[src/rtl/wdt_guard_pkg.sv]
package wdt_guard_pkg;
   typedef enum logic [1:0] {
      SRC_SYSDIV = 2'd0,
      SRC_RTC    = 2'd1,
      SRC_OSC    = 2'd2,
      SRC_NONE   = 2'd3
   } wdt_src_e;
endpackage

[src/rtl/wdt_guard_tick.sv]
// Tick source selection and system-clock prescaler.
module wdt_guard_tick #(
   parameter int DIV = 4
) (
   input  logic       clk,
   input  logic       rst_n,
   input  logic [1:0] src_sel,
   input  logic       rtc_tick,
   input  logic       osc_tick,
   input  logic       halted,
   input  logic       restart,
   output logic       tick_en
);
   import wdt_guard_pkg::*;

   localparam int PW = (DIV > 1) ? $clog2(DIV) : 1;
   localparam logic [PW-1:0] PTOP = PW'(DIV - 1);

   logic [PW-1:0] presc;
   logic          sys_tick;

   assign sys_tick = (presc == PTOP);

   generate
      if ((DIV & (DIV - 1)) == 0) begin : g_pow2
         // power-of-two divider wraps by itself
         always_ff @(posedge clk or negedge rst_n) begin
            if (!rst_n)       presc <= '0;
            else if (restart) presc <= '0;
            else if (!halted) presc <= presc + 1'b1;
         end
      end else begin : g_mod
         always_ff @(posedge clk or negedge rst_n) begin
            if (!rst_n)       presc <= '0;
            else if (restart) presc <= '0;
            else if (!halted) presc <= sys_tick ? '0 : presc + 1'b1;
         end
      end
   endgenerate

   always_comb begin
      case (wdt_src_e'(src_sel))
         SRC_SYSDIV: tick_en = sys_tick && !halted;
         SRC_RTC:    tick_en = rtc_tick;
         SRC_OSC:    tick_en = osc_tick;
         default:    tick_en = 1'b0;
      endcase
   end
endmodule

[src/rtl/wdt_guard_clear.sv]
// Service strobe handling: single strobe or an unordered pair.
module wdt_guard_clear (
   input  logic clk,
   input  logic rst_n,
   input  logic dual_mode,
   input  logic clr_cmd,
   input  logic clr_a,
   input  logic clr_b,
   input  logic inhibit,
   input  logic restart,
   output logic service
);
   logic pend_a, pend_b;
   logic got_a, got_b;

   assign got_a = pend_a || (clr_a && !inhibit);
   assign got_b = pend_b || (clr_b && !inhibit);

   assign service = !inhibit && (dual_mode ? (got_a && got_b) : clr_cmd);

   always_ff @(posedge clk or negedge rst_n) begin
      if (!rst_n) begin
         pend_a <= 1'b0;
         pend_b <= 1'b0;
      end else if (restart || !dual_mode) begin
         pend_a <= 1'b0;
         pend_b <= 1'b0;
      end else begin
         pend_a <= got_a;
         pend_b <= got_b;
      end
   end
endmodule

[src/rtl/wdt_guard.sv]
// Watchdog counter with halt tracking and status flags.
module wdt_guard #(
   parameter int LIMIT = 32768,
   parameter int DIV   = 4
) (
   input  logic       clk,
   input  logic       rst_n,
   input  logic [1:0] src_sel,
   input  logic       dual_mode,
   input  logic       rtc_tick,
   input  logic       osc_tick,
   input  logic       clr_cmd,
   input  logic       clr_a,
   input  logic       clr_b,
   input  logic       halt_enter,
   input  logic       wake_in,
   output logic       rst_req,
   output logic       wake_req,
   output logic       to_flag,
   output logic       pd_flag,
   output logic       halted
);
   import wdt_guard_pkg::*;

   localparam int CNT_W = (LIMIT > 2) ? $clog2(LIMIT) : 1;
   localparam logic [CNT_W-1:0] TERM = CNT_W'(LIMIT - 1);

   generate
      if (LIMIT < 2) begin : g_bad_limit
         $error("wdt_guard: LIMIT must be at least 2");
      end
      if (DIV < 2) begin : g_bad_div
         $error("wdt_guard: DIV must be at least 2");
      end
   endgenerate

   logic [CNT_W-1:0] cnt;
   logic             tick_en;
   logic             service;
   logic             timeout;
   logic             entering;
   logic             src_osc;
   logic             restart;

   assign src_osc  = (wdt_src_e'(src_sel) == SRC_OSC);
   assign entering = halt_enter && !halted;
   assign timeout  = tick_en && (cnt == TERM);
   assign restart  = entering ? src_osc : (service || timeout);

   wdt_guard_tick #(.DIV(DIV)) i_tick (
      .clk      (clk),
      .rst_n    (rst_n),
      .src_sel  (src_sel),
      .rtc_tick (rtc_tick),
      .osc_tick (osc_tick),
      .halted   (halted),
      .restart  (restart),
      .tick_en  (tick_en)
   );

   wdt_guard_clear i_clear (
      .clk       (clk),
      .rst_n     (rst_n),
      .dual_mode (dual_mode),
      .clr_cmd   (clr_cmd),
      .clr_a     (clr_a),
      .clr_b     (clr_b),
      .inhibit   (halted || halt_enter),
      .restart   (restart),
      .service   (service)
   );

   always_ff @(posedge clk or negedge rst_n) begin
      if (!rst_n) begin
         cnt      <= '0;
         halted   <= 1'b0;
         rst_req  <= 1'b0;
         wake_req <= 1'b0;
         to_flag  <= 1'b0;
         pd_flag  <= 1'b0;
      end else begin
         rst_req  <= 1'b0;
         wake_req <= 1'b0;
         if (entering) begin
            halted  <= 1'b1;
            pd_flag <= 1'b1;
            to_flag <= 1'b0;
            if (src_osc) cnt <= '0;
         end else if (service) begin
            // service in the same cycle as a timeout wins
            cnt     <= '0;
            to_flag <= 1'b0;
            pd_flag <= 1'b0;
         end else if (timeout) begin
            cnt     <= '0;
            to_flag <= 1'b1;
            if (halted) begin
               wake_req <= 1'b1;
               halted   <= 1'b0;
            end else begin
               rst_req <= 1'b1;
            end
         end else begin
            if (halted && wake_in) halted <= 1'b0;
            if (tick_en) cnt <= cnt + 1'b1;
         end
      end
   end
endmodule

[config.mk]
export PLATFORM = sky130hd
export DESIGN_NAME = wdt_guard
export DESIGN_NICKNAME = d
export VERILOG_FILES = /design/src/rtl/wdt_guard_pkg.sv /design/src/rtl/wdt_guard_tick.sv /design/src/rtl/wdt_guard_clear.sv /design/src/rtl/wdt_guard.sv
export SDC_FILE = /design/constraint.sdc
export NUM_CORES = 1
export LEC_CHECK = 0
export BUFFER_PORTS_ARGS = -buffer_cell sky130_fd_sc_hd__buf_2
export CELL_PAD_IN_SITES_DETAIL_PLACEMENT = 2
export CELL_PAD_IN_SITES_GLOBAL_PLACEMENT = 2
export CORE_MARGIN = 5
export CORE_UTILIZATION = 32
export CTS_CLUSTER_SIZE = 40
export DETAILED_ROUTE_END_ITERATION = 12
export PLACE_DENSITY_LB_ADDON = 0.1
export REMOVE_ABC_BUFFERS = 1
export SETUP_SLACK_MARGIN = 0.05
export SYNTH_ARGS = -nofsm -noshare
export SYNTH_HDL_FRONTEND = slang
export SYNTH_SLANG_ARGS = --single-unit
[constraint.sdc]
create_clock -name clk -period 1.8 [get_ports clk]
set_input_delay 0.09 -clock clk [delete_from_list [all_inputs] [get_ports clk]]
set_output_delay 0.09 -clock clk [all_outputs]
set_load 0.005 [all_outputs]
==> results.toml, run 1 <==
[die]
rows = 23
io_pins = 17
fp.coreArea_sq_um = 4090
die_x_um = 75.6
die_h_um = 75.6
dieArea_sq_um = 5720
start_util = 0.337

[timing]
final_hold_viol_count = 0
post-route-min-period_ps = 1890
worstMarginPinSlew_ps = 568
fin_skew_ps = 4.45
final-setup-viol-count = 8
period_share = 1.05
whs_ps = 81.1
slew_viol_final = 0
timing.final.ws_setup_ps = -89.6
slew_headroom = 0.622
fmax_mhz = 529
rsz0062_at_grt = "true"

[global_routing]
grt_pass1_vias = 1553
grt_pass1_wl_mm = 8.34
grt.total_usage = 0.203
grt.overflow.total = 0
grt_max_degree = 25
antenna_found_initial = 0

[pwr]
p_seq_frac = 0.405
internal_power_mw = 1.11
p_sw_uw = 494
p_comb_frac = 0.279
power_density_nw_per_um2 = 879
p_sw_frac = 0.308
irDropWorstVdd_mv = 0.443
p_leak_nw = 0.813
clkPwrFrac = 0.317

[logic_synthesis]
synth-edff-count = 0
yosys_warnings = 0
ys_types = 44
yosysSeqAreaShare = 0.436
synth-simple-area-share = 0.290
synthCells = 149
synth_area_per_cell_sq_um = 9.25
synth-seq-cells = 24
async_reset_ff_frac = 1.00
synth_compound_area_frac = 0.194
synth-xor-area-share = 0.0127
synthAdderAreaFrac = 0.0182
synth_top_family_by_area = "simple AND/OR/NAND/NOR gates"
synthMuxAreaShare = 0.00727
synth_flop_cell = "dfrtp_1"
syn-cell-area_sq_um = 1380

[final_layout]
layout_common_cells = "dfrtp_1 (24), buf_4 (23), nor2_1 (16), nand3_1 (16), buf_2 (16)"
drive_above_1_share = 0.313
final_net_count = 207
largest_register_ffs = 15
area_growth_pct = 32.2
postLayoutCellArea_sq_um = 1820
regMostFlops = "cnt"
reg_top3 = "cnt: 15 flops, i_tick.presc: 2 flops"
layout_commonest_cell = "dfrtp_1"
diodes = 0

[worst_setup_path]
r2r-end = "cnt[7]$_DFFE_PN0P_"
cp-end-kind = "register"
reg2reg_depth = 6
worstReg2RegStart = "i_tick.presc[0]$_DFFE_PN0P_"
arrival_ps = 2040
worstPathMaxFanout = 5
required_ps = 1960
crit_type = "register to register"
start_kind = "register"
ff2ff_setup_slack_ps = -90

[detailed_routing]
wl_per_cell_um = 21.2
drtIter0Drc = 89
drc = 0
dr_wl_met3_um = 123
routed_via_density = 5.57
num_vias = 1348
top_layer = "met4"
wl_met1_mm = 2.35
dr.pass1.iters = 4
routed_wirelength_mm = 5.12
ant_nets = 0
wl_met2_mm = 2.57

[hold_path]
min_path_type = "input port to register"
worstHoldStart = "wake_in"
min_path_cells = 3
hold_path_end = "halted$_DFFE_PN0P_"

[status]
status = "finished with violations"
violations = "setup timing"

[placement]
hpwl_mm = 3.68
io_buffers = 16
gp_congestion = 0.910
placed_area_sq_um = 1670

[clock_tree]
clk_pin_slew_ps = 100
clock-sinks = 24
cts_root_buf = "clkbuf_8"
htreeDepth = 1
clkLatencyLatePin_ps = 290
cts_tree = "built"
clockBufferDepth = 2
cts_buffers = 3

[flow_run]
cap_violations = 0
[logic make-up (layout without fill, tap and decap cells)]
group           count (synthesis)  after routing
compound gates                 40             40
simple gates                   69             69
buf+inv                        11             54
flops                          24             24
fa+ha+maj                       2              2
xor+xnor                        2              2
mux                             1              1
[area by class of cell]
class                   count  area (sq um)
well taps                  50          62.6
clock buffers               3          41.3
repair buffers             43           305
multi-input cells         114           756
flip-flops and latches     24           601
clock inverters             1          30.0
inverters                   7          26.3
fillers                   467          2260
[Yosys cell counts, types with 2 or more instances]
cell type  number  area (sq um)
and3_1          3          18.8
o21ai_0         7          35.0
a31oi_1         4          25.0
o21a_1          2          15.0
buf_6           2          22.5
nor3b_1         2          15.0
a21oi_1         7          35.0
nand3_1        17          85.1
nand2b_1        4          25.0
dfrtp_1        24           601
nand2_1         8          30.0
nand3b_1        2          15.0
a31o_1          2          17.5
a211oi_1        2          15.0
o41a_1          2          22.5
nor2_1         16          60.1
xor2_1          2          17.5
a22o_1          3          26.3
ha_1            2          25.0
nand4_1         5          31.3
inv_1           7          26.3
o21ai_1         4          20.0
[power groups by stage]
stage | Clock, mW | Sequential (mW) | Combinational, mW
after floorplan | 0 | 0.651 | 0.193
after global placement | 0 | 0.647 | 0.375
after detailed placement | 0 | 0.657 | 0.405
after CTS | 0.501 | 0.647 | 0.432
after global routing | 0.539 | 0.657 | 0.489
final | 0.507 | 0.648 | 0.446
[per-layer routing]
layer,track usage,vias to the layer above
met1,0.260,687
met3,0.0317,4
met4,0.0757,0
met2,0.345,16
met5,0,-
li1,-,641
[worst max-delay path: stages (launching register included)]
cell     delay [ps]
dfrtp_1         370
ha_1            150
or4b_4          480
and3_4          200
buf_4           140
a21oi_1         260
a31oi_1         160
[worst max-delay path by stage]
stage,start,endpoint,slack [ps]
CTS,i_tick.presc[0]$_DFFE_PN0P_,cnt[12]$_DFFE_PN0P_,-70
global route,i_tick.presc[0]$_DFFE_PN0P_,cnt[5]$_DFFE_PN0P_,-190
global placement,i_tick.presc[0]$_DFFE_PN0P_,cnt[5]$_DFFE_PN0P_,20
floorplan,cnt[0]$_DFFE_PN0P_,i_clear.pend_a$_DFF_PN0_,-50
detailed placement,i_tick.presc[0]$_DFFE_PN0P_,cnt[7]$_DFFE_PN0P_,-110
finish,i_tick.presc[0]$_DFFE_PN0P_,cnt[7]$_DFFE_PN0P_,-90
[through the flow]
| stage | power, mW | worst slack [ps] | instances | utilization | TNS [ps] |
|---|---|---|---|---|---|
| 6_report | 1.60 | -89.6 | 242 | 0.446 | -360 |
| 3_3_place_gp | 1.02 | 15.4 | 233 | 0.408 | 0 |
| 2_1_floorplan | 0.844 | -53.6 | 145 | - | -229 |
| 5_1_grt | 1.68 | -191 | 242 | 0.446 | -1690 |
| 3_5_place_dp | 1.06 | -111 | 233 | 0.408 | -311 |
| 4_1_cts | 1.58 | -67.8 | 241 | 0.441 | -212 |
[timing repair]
| item | CTS | global route |
|---|---|---|
| endpoints found under the setup margin | 19 | 22 |
| endpoints found under the hold margin | 24 | 0 |
| hold buffers | 1 | 0 |
| pin swaps | 6 | 0 |
| cloned | 0 | 0 |
| resized for setup | 9 | 4 |
| setup buffers | 3 | 1 |
No activity file was read; power rests on OpenSTA's default activity.
==> run 2: changes to the inputs <==
--- a/config.mk
+++ b/config.mk
@@ -14,7 +14,7 @@
 export DETAILED_ROUTE_END_ITERATION = 12
 export PLACE_DENSITY_LB_ADDON = 0.1
 export REMOVE_ABC_BUFFERS = 1
-export SETUP_SLACK_MARGIN = 0.05
+export SETUP_SLACK_MARGIN = 0.1
 export SYNTH_ARGS = -nofsm -noshare
 export SYNTH_HDL_FRONTEND = slang
 export SYNTH_SLANG_ARGS = --single-unit
==> run 2 against run 1 <==
Effect of this change: the flow still finishes with violations (setup timing); final cell count up 2.9%; cell area is 7.4% higher; non-clock buffer count grew 7; critical path depth is 2 higher; via count grew 5.2%; critical path type unchanged; critical endpoint is now cnt[9]$_DFFE_PN0P_; largest cell class unchanged.
==> results.toml, run 2 (synthesis results as in run 1) <==
[worst_setup_path]
crit_type = "register to register"
r2r-end = "cnt[9]$_DFFE_PN0P_"
worstPathMaxFanout = 7
worstReg2RegStart = "i_tick.presc[1]$_DFFE_PN0P_"
cp-end-kind = "register"
start_kind = "register"
crit_end = "cnt[9]$_DFFE_PN0P_"
required_ps = 2030
reg2reg_depth = 8
ff2ff_setup_slack_ps = -200
arrival_ps = 2230
cp-startpoint = "i_tick.presc[1]$_DFFE_PN0P_"

[final_layout]
final_net_count = 214
largest_register_ffs = 15
layout_common_cells = "buf_4 (28), dfrtp_1 (24), buf_2 (16)"
layout_commonest_cell = "buf_4"
diodes = 0
fill_cells = 449
drive_above_1_share = 0.402
reg_top3 = "cnt: 15 flops, i_tick.presc: 2 flops"
regMostFlops = "cnt"
final_core_util = 0.479
area_growth_pct = 42.1

[clock_tree]
clock-sinks = 24
cts_buffers = 3
cts_tree = "built"
cts_root_buf = "clkbuf_8"
htreeDepth = 1
clockBufferDepth = 2
clk_pin_slew_ps = 90
clkLatencyLatePin_ps = 280

[pwr]
irDropWorstVdd_mv = 0.479
power_density_nw_per_um2 = 851
p_leak_nw = 0.857

[timing]
worstMarginPinSlew_ps = 584
post-route-min-period_ps = 2000
period_share = 1.11
final_hold_viol_count = 0
slew_viol_final = 0
fin_skew_ps = 4.73
final-setup-viol-count = 22
rsz0062_at_grt = "true"
timing.final.ws_setup_ps = -197
slew_headroom = 0.611
fmax_mhz = 501
whs_ps = 88.0
tns_ps = -2260

[die]
dieArea_sq_um = 5720
io_pins = 17
fp.coreArea_sq_um = 4090
start_util = 0.337
die_h_um = 75.6
die_x_um = 75.6
rows = 23

[detailed_routing]
num_vias = 1418
ant_nets = 0
drtIter0Drc = 53
dr.pass1.iters = 4
wl_per_cell_um = 22.4
routed_via_density = 5.69
drc = 0
routed_wirelength_mm = 5.58

[hold_path]
min_path_type = "input port to register"

[global_routing]
grt.total_usage = 0.206
grt.overflow.total = 0
antenna_found_initial = 0
grt_pass1_wl_mm = 8.61
grt_max_degree = 25
grt_pass1_vias = 1583

[status]
violations = "setup timing"
status = "finished with violations"

[placement]
hpwl_mm = 3.68
io_buffers = 16
gp_congestion = 0.910

[flow_run]
cap_violations = 0
[run 2: cell count changes in the layout (fill, tap and decap cells not counted), moves of 2 or more]
cell,change
o21ai_1,-2
o21ai_2,+3
buf_4,+5
nand3_1,-2
nand3_2,+2
[run 2: cell type report]
class / count / area (sq um) / share of cell area
Tap cell: 50 / 62.6 / 0.0320
Timing Repair Buffer: 50 / 374 / 0.191
Multi-Input combinational cell: 114 / 822 / 0.420
Clock inverter: 1 / 30.0 / 0.0153
Sequential cell: 24 / 601 / 0.307
Inverter: 7 / 26.3 / 0.0134
Clock buffer: 3 / 41.3 / 0.0211
[run 2: critical path: stages, from the launching register on]
cell     delay [ps]
dfrtp_1         370
ha_2            160
or4b_4          470
and3_4          190
nor3_4          220
buf_12          160
buf_12          110
a31o_1          140
a22o_1          120
[run 2: repair_timing]
action,4_1_cts,5_1_grt
hold buffers,1,0
pin swaps,7,9
setup endpoints to repair,22,22
hold endpoints to repair,24,0
setup buffers,4,7
resized for setup,11,18
[run 2: how the worst min path moves through the flow]
stage	start	endpoint	slack [ps]	depth (start not counted)
after floorplan	rst_n	cnt[0]$_DFFE_PN0P_	-210	0
final	wake_in	halted$_DFFE_PN0P_	90	3
after global placement	rst_n	rst_req$_DFF_PN0_	110	1
after global routing	wake_in	halted$_DFFE_PN0P_	90	3
after detailed placement	rst_n	wake_req$_DFF_PN0_	110	1
after CTS	wake_in	halted$_DFFE_PN0P_	90	3
[run 2: per-layer routing]
layer  track usage  vias to the layer above  wire (um)
met1         0.271                      729       2540
met5             0                        -          0
met3        0.0198                        9         95
met4        0.0699                        0        116
li1              -                      660          -
met2         0.353                       20       2830
[run 2: power by group]
group	total (mW)	switching [mW]	internal, mW
clock	0.496	0.198	0.298
combinational	0.517	0.266	0.251
sequential	0.651	0.0534	0.598
[run 2: per-stage QoR]
stage	total power, mW	cell area [sq um]	std cells	setup slack (ps)
floorplan	0.844	1350	145	-53.6
global placement	1.02	1670	233	15.4
detailed placement	1.06	1670	233	-111
CTS	1.59	1810	242	-67.8
global route	1.75	1960	249	-277
finish	1.66	1960	249	-197
==> run 3: changes to the inputs <==
--- a/config.mk
+++ b/config.mk
@@ -9,7 +9,7 @@
 export CELL_PAD_IN_SITES_DETAIL_PLACEMENT = 2
 export CELL_PAD_IN_SITES_GLOBAL_PLACEMENT = 2
 export CORE_MARGIN = 5
-export CORE_UTILIZATION = 32
+export CORE_UTILIZATION = 38
 export CTS_CLUSTER_SIZE = 40
 export DETAILED_ROUTE_END_ITERATION = 12
 export PLACE_DENSITY_LB_ADDON = 0.1
==> constraint.sdc (replaced) <==
create_clock -name clk -period 2.5 [get_ports clk]
set_input_delay 0.125 -clock clk [delete_from_list [all_inputs] [get_ports clk]]
set_output_delay 0.125 -clock clk [all_outputs]
set_load 0.005 [all_outputs]
==> run 3 against run 2 <==
Effect of this change: the run now ends clean; combinational power fell by 59%; maximum frequency fell by 3.4%; clock power fell by 64%; worst setup slack improved by 630 ps; routed wire length fell by 30%; sequential cell count did not move; critical path depth fell by 3; cell area fell by 21%; register-to-register slack improved by 630 ps; clock skew fell by 3.0 ps; critical path type unchanged; highest routed layer unchanged.
==> results.toml, run 3 (synthesis results as in run 1) <==
[worst_setup_path]
cpPeakStageDelay_ps = 540
crit_buf_inv = 0
required_ps = 2760
arrival_ps = 2320
start_kind = "register"
cp_top_family = "simple AND/OR/NAND/NOR gates"
cp-end-kind = "register"
cp-startpoint = "halted$_DFFE_PN0P_"
path_cells = "or4b_4 -> and3_4 -> nor3_4 -> a41oi_1 -> a31oi_1"
worstPathMaxFanout = 12
worstReg2RegStart = "halted$_DFFE_PN0P_"
crit_type = "register to register"
cp_slowest_cell = "dfrtp_1"

[clock_tree]
cts_root_buf = "clkbuf_4"
clkLatencyLatePin_ps = 320
clock-sinks = 24
htreeDepth = 1
clk_pin_slew_ps = 130
cts_tree = "built"
clockBufferDepth = 2
cts_buffers = 3

[timing]
rsz0062_at_grt = "false"
fin_skew_ps = 1.77
timing.final.ws_setup_ps = 433
slew_headroom = 0.516
worstMarginPinSlew_ps = 726
slew_viol_final = 0
post-route-min-period_ps = 2070
tns_ps = 0
final_hold_viol_count = 0
final-setup-viol-count = 0
fmax_mhz = 484
period_share = 0.827

[global_routing]
grt_pass1_vias = 1394
met2_usage = 0.284
grtUsageMet3 = 0.0258
grt_pass1_wl_mm = 6.78
use_met1 = 0.233
antenna_found_initial = 0
grt_max_degree = 25
grt.overflow.total = 0
grt.total_usage = 0.172
grt.busiest_layer = "met2"

[placement]
gp_congestion = 0.848
io_buffers = 16
dpl_worst_slack_ps = 449
dpl.cell_count = 211
hpwl_mm = 2.99

[status]
status = "completed"

[die]
dieArea_sq_um = 4930
fp.coreArea_sq_um = 3420
die_x_um = 70.2
start_util = 0.403
rows = 21
die_h_um = 70.2
io_pins = 17

[final_layout]
regMostFlops = "cnt"
layout_commonest_cell = "dfrtp_1"
layout_common_cells = "dfrtp_1 (24), nand3_1 (17), nor2_1 (16), buf_2 (16), nand2_1 (8)"
area_growth_pct = 12.3
final_core_util = 0.453
finalNonFillerCells = 215
diodes = 0
fill_cells = 396
drive_above_1_share = 0.178
reg_top3 = "cnt: 15 flops, i_tick.presc: 2 flops"
largest_register_ffs = 15
final_net_count = 185

[detailed_routing]
drtIter0Drc = 25
dr.pass1.iters = 4
drc = 0
routed_wirelength_mm = 3.90
ant_nets = 0
routed_via_density = 5.91
wl_per_cell_um = 18.1
num_vias = 1271

[pwr]
power_density_nw_per_um2 = 557
p_leak_nw = 0.669
irDropWorstVdd_mv = 0.255

[hold_path]
min_path_type = "input port to register"
worstHoldStart = "wake_in"

[flow_run]
cap_violations = 0
[run 3: cell type report]
class | count | area [sq um] | share of cell area
Clock buffer | 3 | 22.5 | 0.0146
Multi-Input combinational cell | 114 | 719 | 0.465
Sequential cell | 24 | 601 | 0.388
Timing Repair Buffer | 21 | 120 | 0.0777
Tap cell | 46 | 57.6 | 0.0372
Inverter | 7 | 26.3 | 0.0170
[run 3: report_power, final]
| group | switching (mW) | leakage (nW) | internal (mW) |
|---|---|---|---|
| clock | 0.120 | 0.0138 | 0.0566 |
| sequential | 0.0401 | 0.324 | 0.430 |
| combinational | 0.124 | 0.331 | 0.0902 |
| total | 0.284 | 0.669 | 0.577 |
[run 3: worst paths after layout]
| path | endpoint | slack (ps) | depth (start not counted) |
|---|---|---|---|
| max reg2reg | cnt[5]$_DFFE_PN0P_ | 430 | 5 |
| max | cnt[5]$_DFFE_PN0P_ | 430 | 5 |
| min reg2reg | cnt[12]$_DFFE_PN0P_ | 500 | 1 |
| max in group asynchronous | cnt[12]$_DFFE_PN0P_ | 1820 | 2 |
| min | halted$_DFFE_PN0P_ | 40 | 3 |
| min in group asynchronous | i_clear.pend_b$_DFF_PN0_ | 310 | 2 |
[run 3: metal layers]
layer	vias up	share of wire
li1	600	-
met3	5	0.038
met2	19	0.49
met1	647	0.46
met5	-	0
met4	0	0.013
[run 3: stage by stage]
stage	hold slack, ps	area (sq um)	power [mW]
floorplan	-171	1350	0.608
global placement	140	1510	0.678
detailed placement	157	1510	0.695
CTS	29.4	1550	0.877
global route	36.6	1550	0.927
finish	42.6	1550	0.861
[run 3: worst reg2reg max path: stages, from the launching register on]
cell and delay [ps]:
dfrtp_1 540, or4b_4 540, and3_4 190, nor3_4 380, a41oi_1 190, a31oi_1 160
[run 3: what timing repair did]
action,in CTS,in global routing
hold buffers,1,0
endpoints found under the hold margin,24,0
setup buffers,0,0
resized for setup,0,0
endpoints found under the setup margin,0,0
